$ cat src/rtl/seqfsm_pkg.sv
package seqfsm_pkg;

    localparam int STATE_W   = 3;
    localparam int DEC_IN_W  = STATE_W + 1;
    localparam int DEC_LINES = 2 ** DEC_IN_W;

    typedef enum logic [STATE_W-1:0] {
        ST_A = 3'd0,
        ST_B = 3'd1,
        ST_C = 3'd2,
        ST_D = 3'd3,
        ST_E = 3'd4
    } seq_state_e;

    typedef struct packed {
        logic [STATE_W-1:0] state;
    } seq_regs_t;

    // Target state for one decoder line; the line index is {state, x}, x in bit 0.
    function automatic logic [STATE_W-1:0] line_next(input logic [DEC_IN_W-1:0] idx);
        logic [STATE_W-1:0] cur;
        logic               xb;
        cur = idx[DEC_IN_W-1:1];
        xb  = idx[0];
        case (cur)
            ST_A:    line_next = xb ? ST_C : ST_B;
            ST_B:    line_next = xb ? ST_E : ST_D;
            ST_C:    line_next = xb ? ST_D : ST_E;
            default: line_next = ST_A;
        endcase
    endfunction

    // Output value carried by one decoder line.
    function automatic logic line_z(input logic [DEC_IN_W-1:0] idx);
        line_z = (idx[DEC_IN_W-1:1] == ST_E);
    endfunction

endpackage

$ cat src/rtl/seqfsm_dec_next.sv
module seqfsm_dec_next
    import seqfsm_pkg::*;
(
    input  logic [STATE_W-1:0] cur_state,
    input  logic               x,
    output logic [STATE_W-1:0] nxt_state
);

    logic [DEC_LINES-1:0] line;

    // one-hot decode of {state, x}
    genvar gi;
    generate
        for (gi = 0; gi < DEC_LINES; gi++) begin : g_line
            assign line[gi] = ({cur_state, x} == DEC_IN_W'(gi));
        end
    endgenerate

    // each next-state bit is the OR of the lines that set it
    always_comb begin
        nxt_state = '0;
        for (int i = 0; i < DEC_LINES; i++) begin
            nxt_state = nxt_state | ({STATE_W{line[i]}} & line_next(DEC_IN_W'(i)));
        end
    end

endmodule

$ cat src/rtl/seqfsm_sop_next.sv
module seqfsm_sop_next
    import seqfsm_pkg::*;
(
    input  logic [STATE_W-1:0] cur_state,
    input  logic               x,
    output logic [STATE_W-1:0] nxt_state
);

    logic s2, s1, s0;

    always_comb begin
        {s2, s1, s0} = cur_state;
        // reaching E: B with x=1, or C with x=0
        nxt_state[2] = (~s2 & ~s1 &  s0 &  x) | (~s2 & s1 & ~s0 & ~x);
        // reaching C or D: A with x=1, B with x=0, C with x=1
        nxt_state[1] = (~s2 & ~s1 & (s0 ^ x)) | (~s2 & s1 & ~s0 & x);
        // reaching B or D: A or B with x=0, C with x=1
        nxt_state[0] = (~s2 & ~s1 & ~x) | (~s2 & s1 & ~s0 & x);
    end

endmodule

$ cat src/rtl/seqfsm_zout.sv
module seqfsm_zout
    import seqfsm_pkg::*;
#(
    parameter bit MEALY = 1'b0
) (
    input  logic [STATE_W-1:0] cur_state,
    input  logic               x,
    output logic               z
);

    logic z_state_only;
    logic z_decoded;

    always_comb begin
        z_state_only = (cur_state == ST_E);
        z_decoded    = 1'b0;
        for (int i = 0; i < DEC_LINES; i++) begin
            if ({cur_state, x} == DEC_IN_W'(i)) begin
                z_decoded = z_decoded | line_z(DEC_IN_W'(i));
            end
        end
    end

    assign z = MEALY ? z_decoded : z_state_only;

endmodule

$ cat src/rtl/seqfsm_top.sv
module seqfsm_top
    import seqfsm_pkg::*;
#(
    parameter int NEXT_STYLE = 0,
    parameter bit Z_MEALY    = 1'b0
) (
    input  logic               clk,
    input  logic               rst,
    input  logic               x,
    output logic               z,
    output logic [STATE_W-1:0] state
);

    seq_regs_t          regs_d, regs_q;
    logic [STATE_W-1:0] nxt_state;

    generate
        if (NEXT_STYLE == 0) begin : g_decode
            seqfsm_dec_next u_next (
                .cur_state (regs_q.state),
                .x         (x),
                .nxt_state (nxt_state)
            );
        end else begin : g_sop
            seqfsm_sop_next u_next (
                .cur_state (regs_q.state),
                .x         (x),
                .nxt_state (nxt_state)
            );
        end
    endgenerate

    seqfsm_zout #(.MEALY(Z_MEALY)) u_zout (
        .cur_state (regs_q.state),
        .x         (x),
        .z         (z)
    );

    always_comb begin
        regs_d = regs_q;
        if (rst) begin
            regs_d.state = ST_A;
        end else begin
            regs_d.state = nxt_state;
        end
    end

    always_ff @(posedge clk) begin
        regs_q <= regs_d;
    end

    assign state = regs_q.state;


    reset_to_a_chk: assert property (@(posedge clk) rst |=> (state == ST_A && !z));


    from_a_chk: assert property (@(posedge clk) disable iff (rst)
        (state == ST_A) |=> (state == ($past(x) ? ST_C : ST_B)));


    from_b_chk: assert property (@(posedge clk) disable iff (rst)
        (state == ST_B) |=> (state == ($past(x) ? ST_E : ST_D)));


    from_c_chk: assert property (@(posedge clk) disable iff (rst)
        (state == ST_C) |=> (state == ($past(x) ? ST_D : ST_E)));


    return_a_chk: assert property (@(posedge clk) disable iff (rst)
        (state == ST_D || state == ST_E) |=> (state == ST_A));


    z_in_e_only_chk: assert property (@(posedge clk) disable iff (rst)
        z == (state == ST_E));


    legal_code_chk: assert property (@(posedge clk) disable iff (rst)
        !state[2] || (state[1:0] == 2'b00));

endmodule

$ cat config.mk
export PLATFORM = sky130hd
export DESIGN_NAME = seqfsm_top
export DESIGN_NICKNAME = d
export VERILOG_FILES = /design/src/rtl/seqfsm_pkg.sv /design/src/rtl/seqfsm_dec_next.sv /design/src/rtl/seqfsm_sop_next.sv /design/src/rtl/seqfsm_zout.sv /design/src/rtl/seqfsm_top.sv
export SDC_FILE = /design/constraint.sdc
export NUM_CORES = 1
export LEC_CHECK = 0
export ABC_AREA = 1
export BUFFER_PORTS_ARGS = -buffer_cell sky130_fd_sc_hd__buf_2
export CAP_MARGIN = 20
export CORE_AREA = 2 2 39 41
export CTS_CLUSTER_SIZE = 12
export DETAILED_ROUTE_END_ITERATION = 7
export DIE_AREA = 0 0 41 43
export SYNTH_ARGS = -nofsm -noshare
export SYNTH_HDL_FRONTEND = slang
export SYNTH_HIERARCHICAL = 1
export SYNTH_SLANG_ARGS = --single-unit
$ cat constraint.sdc
create_clock -name clk -period 1 [get_ports clk]
set_input_delay 0 -clock clk [delete_from_list [all_inputs] [get_ports clk]]
set_output_delay 0 -clock clk [all_outputs]
set_load 0.005 [all_outputs]
==> results of run 1 <==
==> cell usage after synthesis <==
cell     instances
nor2_1           4
nor2_2           4
inv_1            5
dfxtp_1          3
nand2_1          7
nand3_1          3
inv_2            2
==> layout make-up <==
class / instances / area, µm² / area share
clock buffers: 4 / 26.28 / 0.1034
inverters: 7 / 26.28 / 0.1034
multi-input cells: 18 / 81.33 / 0.3202
flip-flops and latches: 3 / 60.06 / 0.2365
well taps: 16 / 20.02 / 0.07882
repair buffers: 7 / 40.04 / 0.1576
==> power by group <==
part           internal (mW)  switching (mW)  leakage, nW  total (mW)
registers              0.132          0.0148       0.0247       0.147
logic                 0.0361          0.0441       0.0978      0.0802
clock network          0.150          0.0639       0.0150       0.213
total                  0.318           0.123        0.138       0.440
==> critical path, stage by stage (launching register included) <==
cell and delay [ns]:
dfxtp_1 0.39, inv_1 0.06, nand2_1 0.07, nor2_2 0.03, buf_2 0.12
==> per-stage QoR <==
step | hold slack, ns | worst slack [ns] | std cells | cell area (µm²)
global route | 0.1631 | 0.02025 | 55 | 254.0
finish | 0.1342 | 0.1000 | 55 | 254.0
global placement | 0.1936 | 0.1361 | 50 | 217.7
floorplan | 0.07119 | 0.1948 | 28 | 167.7
CTS | 0.1238 | 0.08213 | 55 | 254.0
detailed placement | 0.2043 | 0.1309 | 50 | 217.7
==> worst min path at each step <==
stage | end | slack [ns] | startpoint | cells past startpoint
global placement | state[0]$_SDFF_PP0_ | 0.19 | rst | 2
detailed placement | state[1]$_SDFF_PP0_ | 0.20 | rst | 2
CTS | state[0]$_SDFF_PP0_ | 0.12 | x | 6
finish | state[0]$_SDFF_PP0_ | 0.13 | x | 6
floorplan | state[0]$_SDFF_PP0_ | 0.07 | rst | 1
global route | state[2]$_SDFF_PP0_ | 0.16 | x | 5
==> cell usage in the layout (no fill, tap or decap) <==
cell | Yosys | routed
nand3_1 | 3 | 3
clkbuf_1 | 0 | 1
inv_1 | 5 | 5
inv_2 | 2 | 2
clkbuf_4 | 0 | 3
buf_2 | 0 | 6
nand2_1 | 7 | 7
dfxtp_1 | 3 | 3
nor2_2 | 4 | 4
nor2_1 | 4 | 4
dlygate4sd3_1 | 0 | 1
==> routing by layer <==
| metal | share of wire | GRT usage | vias to the layer above |
|---|---|---|---|
| met3 | 0.099 | 0.04712 | 0 |
| met5 | 0 | 0 | - |
| li1 | - | - | 101 |
| met2 | 0.51 | 0.07813 | 6 |
| met1 | 0.38 | 0.02556 | 79 |
| met4 | 0 | 0.08000 | 0 |
==> cell families (layout without fill, tap and decap cells) <==
logic type	count (synthesis)	count (layout)	share of synthesized area
buffers and inverters	7	18	0.1567
flip-flops	3	3	0.3582
AND/OR/NAND/NOR	18	18	0.4850
==> metrics.md, run 1 <==
| Metric | Value |
|---|---|
| Crit start category | `flip-flop` |
| First-pass GRT wire length | `496 µm` |
| Slew headroom | `0.8773` |
| Worst Hold Class | `in2reg` |
| Worst reg2reg path startpoint | `state[1]$_SDFF_PP0_` |
| Flip-flop count of the largest register after layout | `3` |
| Max-Cap Viols | `0` |
| CTS Buf Count | `3` |
| Final Setup Violations | `0` |
| Outcome | `finished, final reports clean` |
| Routed Antenna Nets | `0` |
| IO buf count | `6` |
| # Post-CTS Setup Buffers | `0` |
| Fin crit period | `about 0.90 ns` |
| RSZ-0062 raised after global routing | `no` |
| TritonCTS clock tree | `built` |
| # hold bufs at CTS | `1` |
| Pwr Density | `between 1500 and 2000 mW/mm²` |
| Routed via count | `186` |
| Max Slew Vio Count | `0` |
| Worst Reg-to-Reg Cells | `6` |
| Cells after synthesis | `28` |
| Clk slew on worst S/H paths | `0.04 ns` |
| I/O Pins | `7` |
| Final Hold Viols | `0` |
| Synth warn | `6` |
| Layout Nets | `43` |
| Register area share after synthesis | `0.3582` |
| Synth Cell Area | `167.7 µm²` |
| Num Clock Sinks | `3` |
| Antenna diode count | `0` |
| Clock skew | `between 0.003 and 0.004 ns` |
| Largest net degree at the start of global routing | `6` |
| Worst setup endpoint | `z` |
| Clk root buf | `clkbuf_4` |
| Reg-to-reg slack, setup | `0.14 ns` |
| Routed Wire Length | `362 µm` |
| WP data arrival | `0.90 ns` |
| Clock Latency Late Sink | `0.23 ns` |
| #FFs+latches synth | `3` |
| Util after Layout | `0.1835` |
| Vias in the first global route | `~160` |
| Layout overhead on the synthesized area | `51.49%` |
| Top post-synthesis cells by area | `dfxtp_1, nand2_1, nor2_2` |
| Die Wd | `41 µm` |
| Clock Path Buffers | `2` |
| Crit. End Element | `primary output` |
| Setup TNS | `0 ns` |
| Die Y | `43 µm` |
| CP Max Fanout | `5` |
| Fill count | `165` |
| DRC | `0` |
| Synth top area share | `0.3582` |
| Initial antenna violation count | `0` |
| Vias per cell | `3.382` |
| Initial DRC count | `0` |
| Gr ovfl total | `0` |
| Share of layout cells above drive strength 1 | `0.3846` |
| Max Clock Freq | `about 1.1 GHz` |
| Worst setup path start | `state[0]$_SDFF_PP0_` |
| Leak | `0.1375 nW` |
| Std-Cell Rows | `14` |
| Cts repair resizes | `0` |
| Initial Util | `0.1212` |
| Core area | `0.001384 mm²` |
| VDD IR max | `~0.2 mV` |
| Worst slew pin tran | `around 0.18 ns` |
| DIE AREA | `0.001763 mm²` |
| Critical Path RT | `1.00 ns` |
| Wire per inst | `6.582 µm` |
| GRT Overall Usage | `0.05411` |
| H-Tree Depth | `1` |
| Dominant cell type by area after synthesis | `dfxtp_1` |
| Syn_nets | `31` |
| Post-DP HPWL | `289.7 µm` |
| GP Congestion | `between 0.5 and 0.6` |
| Synthesized area per cell | `between 5 and 6 µm²` |
| Period utilisation layout | `0.9000` |
| Drt pass-1 iters | `1` |
| Number of distinct library cells after synthesis | `7` |
| Reg-to-reg endpoint | `state[1]$_SDFF_PP0_` |
| Tot Pwr | `440.4 µW` |
| Crit Path Category | `reg2out` |
Note: power is estimated with default switching activity, not from simulation.
==> run 2, diff against run 1 <==
SYNTH_HIERARCHICAL = not set   (was 1)
clock period = 1.17 ns   (was 1 ns; I/O delays follow)
==> run 2 against run 1 <==
Global-route usage stayed put. Largest cell class unchanged. Critical path type unchanged. Register-to-register slack better by 0.25 ns. Synthesized cell count is 18% lower. Combinational power is 42% lower. Core utilization is 1.8 points lower. Critical path depth is 1 lower. Sequential cell count stayed put. Clock power is 15% lower. Cell count is 9.1% lower.
==> metrics.md, run 2 <==
| Metric | Value |
|---|---|
| Outcome | `finished, final reports clean` |
| CTS Buf Count | `3 (unchanged)` |
| H-Tree Depth | `1 (unchanged)` |
| Clock Path Buffers | `2 (unchanged)` |
| VDD IR max | `0.2592 mV (+28%)` |
| Cts repair resizes | `0 (unchanged)` |
| Share of layout cells above drive strength 1 | `0.2941 (-0.09050)` |
| Num Clock Sinks | `3 (unchanged)` |
| Die Wd | `41 µm (unchanged)` |
| Max-Cap Viols | `0 (unchanged)` |
| Critical Path RT | `1.17 ns (+0.17 ns)` |
| Layout overhead on the synthesized area | `60.53%` |
| Most numerous cell in the Yosys netlist | `nand2_1` |
| Dpl cells | `45 (-10%)` |
| Dpl cell area | `192.7 µm² (-11%)` |
| Finished Layout Cells | `50 (-9.1%)` |
| Layout Nets | `38 (-12%)` |
| Clk slew on worst S/H paths | `0.04 ns (about the same)` |
| Clock skew | `0.003128 ns (-0.0007343 ns)` |
| Post-DP HPWL | `254.5 µm (-12%)` |
| Worst slew pin tran | `0.1703 ns (-0.01340 ns)` |
| RSZ-0062 raised after global routing | `no` |
| Synthesized area per cell | `6.202 µm² (+3.6%)` |
| Vias per cell | `3.400 (+0.54%)` |
| Slew headroom | `0.8863 (+0.008942)` |
| CP max stage cell | `dfxtp_1` |
| Die Y | `43 µm (unchanged)` |
| DRC | `0 (unchanged)` |
| Final WS setup | `0.2471 ns (+0.1471 ns)` |
| Wire per inst | `6.760 µm (+2.7%)` |
| Worst Hold Class | `in2reg` |
| Routed Antenna Nets | `0 (unchanged)` |
| # Post-CTS Setup Buffers | `0 (unchanged)` |
| Initial DRC count | `4 (+4)` |
| Antenna diode count | `0 (unchanged)` |
| Crit Path Category | `reg2out` |
| Leak | `0.1191 nW (-13%)` |
| Vias in the first global route | `147 (-9.8%)` |
| Pwr Density | `1518 mW/mm² (-12%)` |
| Initial Util | `0.1031 (-0.01808)` |
| Most frequent cells in the layout | `nand2_1, buf_2, nor2_1` |
| Dominant cell type by area after synthesis | `dfxtp_1` |
| Worst setup path start | `state[2]$_SDFF_PP0_` |
| Worst reg2reg path startpoint | `state[0]$_SDFF_PP0_` |
| Final Setup Violations | `0 (unchanged)` |
| Synth warn | `0 (-6)` |
| Crit. End Element | `primary output` |
| Tot Pwr | `347.6 µW (-21%)` |
| Synth top area share | `0.4211 (+0.06284)` |
| # hold bufs at CTS | `1 (unchanged)` |
| Period utilisation layout | `0.7888` |
| #FFs+latches synth | `3 (unchanged)` |
| IO buf count | `6 (unchanged)` |
| Final instance area | `229.0 µm² (-9.9%)` |
| Post-synth EDFFs | `0 (unchanged)` |
| Routed Wire Length | `338 µm (-6.6%)` |
| Core area | `0.001384 mm² (unchanged)` |
| Register area share after synthesis | `0.4211 (+0.06284)` |
| Setup TNS | `0 ns (unchanged)` |
| Max Slew Vio Count | `0 (unchanged)` |
| TritonCTS clock tree | `built` |
| Top post-synthesis cells by area | `dfxtp_1, nand2_1, nor2_1` |
| Main synth FF type | `dfxtp_1` |
| Ys async rst share | `0 (unchanged)` |
| Fin crit period | `~0.92 ns` |
| Gr ovfl total | `0 (unchanged)` |
| Syn_nets | `26 (-16%)` |
| Routed via count | `170 (-8.6%)` |
| Max Clock Freq | `around 1.1 GHz` |
| GP Congestion | `0.6520 (+14%)` |
| Clk root buf | `clkbuf_4` |
| Max incr delay on CP | `0.37 ns (-0.02 ns)` |
| Drt pass-1 iters | `5 (+4)` |
| Synth Cell Area | `142.6 µm² (-15%)` |
| Worst hold path startpoint | `x` |
| Number of distinct library cells after synthesis | `8 (+1)` |
| DIE AREA | `0.001763 mm² (unchanged)` |
| CP Max Fanout | `4 (-1)` |
| Fill count | `159 (-3.6%)` |
| Final Hold Viols | `0 (unchanged)` |
| First-pass GRT wire length | `538 µm (+8.5%)` |
| Flip-flop count of the largest register after layout | `3 (unchanged)` |
| Clock Latency Late Sink | `0.23 ns (about the same)` |
| WP data arrival | `0.92 ns (+0.02 ns)` |
| Top cells by count, synth | `nand2_1, nor2_1, inv_1` |
| I/O Pins | `7 (unchanged)` |
| Std-Cell Rows | `14 (unchanged)` |
| Initial antenna violation count | `0 (unchanged)` |
| Largest net degree at the start of global routing | `6 (unchanged)` |
| GRT Overall Usage | `0.05411 (unchanged)` |
| Cells after synthesis | `23 (-18%)` |
| Crit path cell chain | `inv_1 > nor3_1 > buf_2` |
| Place WS | `0.3954 ns (+0.2645 ns)` |
| Crit start category | `flip-flop` |
==> run 2: layout make-up <==
type / instances / area [µm²] / area share
Clock buffer: 4 / 26.28 / 0.1148
Inverter: 4 / 15.01 / 0.06557
Multi-Input combinational cell: 16 / 67.56 / 0.2951
Sequential cell: 3 / 60.06 / 0.2623
Tap cell: 16 / 20.02 / 0.08743
Timing Repair Buffer: 7 / 40.04 / 0.1749
==> run 2: kinds of logic after synthesis <==
group,after synthesis,share of synthesized area
simple gates,13,0.3684
flops,3,0.4211
compound gates,3,0.1052
buf+inv,4,0.1052
==> run 2: metal layers <==
metal,part of all wire,track usage
met5,0,0
met3,0.053,0.06283
met1,0.49,0.04473
met2,0.46,0.05938
met4,0,0.06000
==> run 2: critical path: cells and delay by family, from the launching register on <==
kind / cells / cell delay (ns)
buffers and inverters: 2 / 0.19
flip-flops: 1 / 0.37
AND/OR/NAND/NOR: 1 / 0.12
==> run 2: power breakdown <==
| group | switching [mW] | leakage [nW] | internal [mW] |
|---|---|---|---|
| logic | 0.0246 | 0.0794 | 0.0217 |
| registers | 0.00928 | 0.0248 | 0.112 |
| clock network | 0.0527 | 0.0150 | 0.128 |
==> run 2: path summary, 6_finish.rpt <==
path / endpoint / slack [ns] / depth (start not counted)
min reg2reg: state[2]$_SDFF_PP0_ / 0.58 / 4
min: state[1]$_SDFF_PP0_ / 0.1 / 3
max reg2reg: state[2]$_SDFF_PP0_ / 0.39 / 4
max: z / 0.25 / 3
==> run 2: metrics by stage <==
stage                     hold WS [ns]  utilization
after floorplan                0.06907            -
after global placement          0.1953       0.1392
after detailed placement        0.1985       0.1392
after CTS                      0.08225       0.1655
after global routing           0.09431       0.1655
final                          0.09797       0.1655
==> run 3, diff against run 2 <==
clock period = 0.8 ns   (was 1.17 ns; I/O delays follow)
==> run 3 against run 2 <==
The run now ends with setup timing left. Sequential cell count did not move. Core utilization is 4.2 points higher. Clock skew shrank 0.0013 ns. Critical endpoint unchanged. Wire length increased by 17%. Non-clock buffer count grew 2. Via count grew 14%. Sequential power increased by 50%. Critical path type unchanged. Clock power up 48%. Hold slack lost 0.018 ns. Total power rose by 59%.
==> metrics.md, run 3 (synthesized netlist as in run 2, its figures left out) <==
| Metric | Value |
|---|---|
| Area of the multi-input gates | `93.84 µm² (+39%)` |
| IO buf count | `6 (unchanged)` |
| Vias in the first global route | `161 (+9.5%)` |
| DIE AREA | `0.001763 mm² (unchanged)` |
| Die Y | `43 µm (unchanged)` |
| Crit. End Element | `primary output` |
| Crit path cell chain | `nor3_2 > buf_2` |
| Hold path cells | `3 (unchanged)` |
| Period utilisation layout | `1.056` |
| Clock Power Share | `0.483 (-0.036)` |
| Max incr delay on CP | `0.33 ns (-0.04 ns)` |
| Max-Cap Viols | `0 (unchanged)` |
| H-Tree Depth | `1 (unchanged)` |
| Vias per cell | `3.712 (+9.2%)` |
| Flip-flop count of the largest register after layout | `3 (unchanged)` |
| CP Max Fanout | `5 (+1)` |
| Core area | `0.001384 mm² (unchanged)` |
| Global routing's busiest layer | `met4` |
| Clock skew | `0.001847 ns (-0.001280 ns)` |
| Leak | `0.1396 nW (+17%)` |
| Final Setup Violations | `2 (+2)` |
| Critical Path RT | `0.80 ns (-0.37 ns)` |
| Grt met2 use | `0.06250 (+0.003125)` |
| Std-Cell Rows | `14 (unchanged)` |
| Util after Layout | `0.2071 (+0.04159)` |
| Fin crit period | `0.8448 ns` |
| Final Hold Viols | `0 (unchanged)` |
| WP data arrival | `0.84 ns (-0.08 ns)` |
| GR Util met3 | `0.04712 (-0.01571)` |
| Most common cell after layout, fill and taps aside | `buf_2` |
| Crit Path Category | `reg2out` |
| Outcome | `complete, but fails checks` |
| Post-DP HPWL | `275.6 µm (+8.3%)` |
| Layout overhead on the synthesized area | `100.9%` |
| Clk slew on worst S/H paths | `0.04 ns (about the same)` |
| Psw | `149.1 µW (+72%)` |
| Initial DRC count | `2 (-2)` |
| Drt pass-1 iters | `4 (-1)` |
| TritonCTS clock tree | `built` |
| DRC | `0 (unchanged)` |
| CTS Buf Count | `3 (unchanged)` |
| Most frequent cells in the layout | `buf_2, inv_1, nor2_1, nand2_1, clkbuf_4` |
| Routed via count | `193 (+14%)` |
| Wire per inst | `7.615 µm (+13%)` |
| Register area | `66.31 µm² (+10%)` |
| Worst slew pin tran | `0.1641 ns (-0.006265 ns)` |
| Gate power share | `0.189 (+0.056)` |
| GP Congestion | `0.6479 (-0.63%)` |
| Max Clock Freq | `1.184 GHz` |
| Switching Fraction | `0.2689 (+0.01968)` |
| Crit start category | `flip-flop` |
| Pwr Density | `1935 mW/mm² (+27%)` |
| Worst Hold Class | `in2reg` |
| Gr ovfl total | `0 (unchanged)` |
| Worst Reg-to-Reg Cells | `4 (unchanged)` |
| Clk root buf | `clkbuf_4` |
| Part of the power in registers | `0.328 (-0.020)` |
| Final WS setup | `-0.04476 ns (-0.2918 ns)` |
| Antenna diode count | `0 (unchanged)` |
| GRT Overall Usage | `0.05622 (+0.002117)` |
| Num Clock Sinks | `3 (unchanged)` |
| I/O Pins | `7 (unchanged)` |
| Clock Latency Late Sink | `0.23 ns (about the same)` |
| Die Wd | `41 µm (unchanged)` |
| RSZ-0062 raised after global routing | `yes` |
| Violated checks | `setup timing` |
| VDD IR max | `0.2888 mV (+11%)` |
| Fill count | `163 (+2.5%)` |
| P_int | `405.3 µW (+55%)` |
| Max Slew Vio Count | `0 (unchanged)` |
| Met1 Track Usage GR | `0.04823 (+0.003503)` |
| Routed Antenna Nets | `0 (unchanged)` |
| CP max stage cell | `dfxtp_2` |
| Slew headroom | `0.8902 (+0.003928)` |
| Setup TNS | `-0.05376 ns (-0.05376 ns)` |
| Clock Path Buffers | `2 (unchanged)` |
| Layout Nets | `40 (+5.3%)` |
| Initial antenna violation count | `0 (unchanged)` |
| Routed Wire Length | `396 µm (+17%)` |
| Initial Util | `0.1031 (unchanged)` |
| Share of layout cells above drive strength 1 | `0.5556 (+0.2614)` |
| Largest net degree at the start of global routing | `6 (unchanged)` |
| First-pass GRT wire length | `572 µm (+6.3%)` |
-- run 3: critical path: cells and delay by family (launching register included) --
kind / cells / cell delay, ns
buf+inv: 1 / 0.12
flops: 1 / 0.33
simple gates: 1 / 0.15
-- run 3: layer usage --
metal  up-vias  share of wire  wire (µm)
met4         0              0          0
li1         97              -          -
met1        92           0.39        154
met5         -              0          0
met2         4           0.56        221
met3         0          0.053         21
-- run 3: what timing repair did --
| item | CTS | global route |
|---|---|---|
| buffers inserted | 2 | 0 |
| resized for setup | 5 | 9 |
| hold buffers | 1 | 0 |
| hold endpoints to repair | 2 | 0 |
| pin swaps | 0 | 2 |
| setup endpoints to repair | 2 | 5 |
-- run 3: layout make-up --
cell class                 count  share of cell area
sequential                     3              0.2314
timing repair buffer           9              0.2271
tap                           16             0.06987
clock buffer                   4             0.09170
multi-input combinational     16              0.3275
inverter                       4             0.05240
-- run 3: power by group through the flow --
stage	clock (mW)	combinational (mW)	sequential [mW]
final	0.268	0.105	0.182
after global routing	0.301	0.117	0.184
after CTS	0.283	0.0861	0.179
after detailed placement	0	0.0660	0.179
after global placement	0	0.0643	0.178
after floorplan	0	0.0363	0.178
-- run 3: through the flow --
| stage | hold WS (ns) | std cells | power, mW | instance area [µm²] | setup slack [ns] |
|---|---|---|---|---|---|
| floorplan | 0.06907 | 23 | 0.2148 | 142.6 | 0.07823 |
| CTS | 0.06789 | 52 | 0.5478 | 255.2 | -0.06965 |
| finish | 0.08008 | 52 | 0.5544 | 286.5 | -0.04476 |
| detailed placement | 0.2030 | 45 | 0.2451 | 192.7 | 0.005228 |
| global placement | 0.1951 | 45 | 0.2423 | 192.7 | 0.03224 |
| global route | 0.08779 | 52 | 0.6017 | 286.5 | -0.1106 |
-- run 3: worst paths after layout --
| path | start | to | slack [ns] |
|---|---|---|---|
| hold / removal | x | state[1]$_SDFF_PP0_ | 0.08 |
| setup / recovery | state[0]$_SDFF_PP0_ | z | -0.04 |
| setup reg to reg | state[2]$_SDFF_PP0_ | state[0]$_SDFF_PP0_ | -0.01 |
| hold reg to reg | state[1]$_SDFF_PP0_ | state[2]$_SDFF_PP0_ | 0.54 |
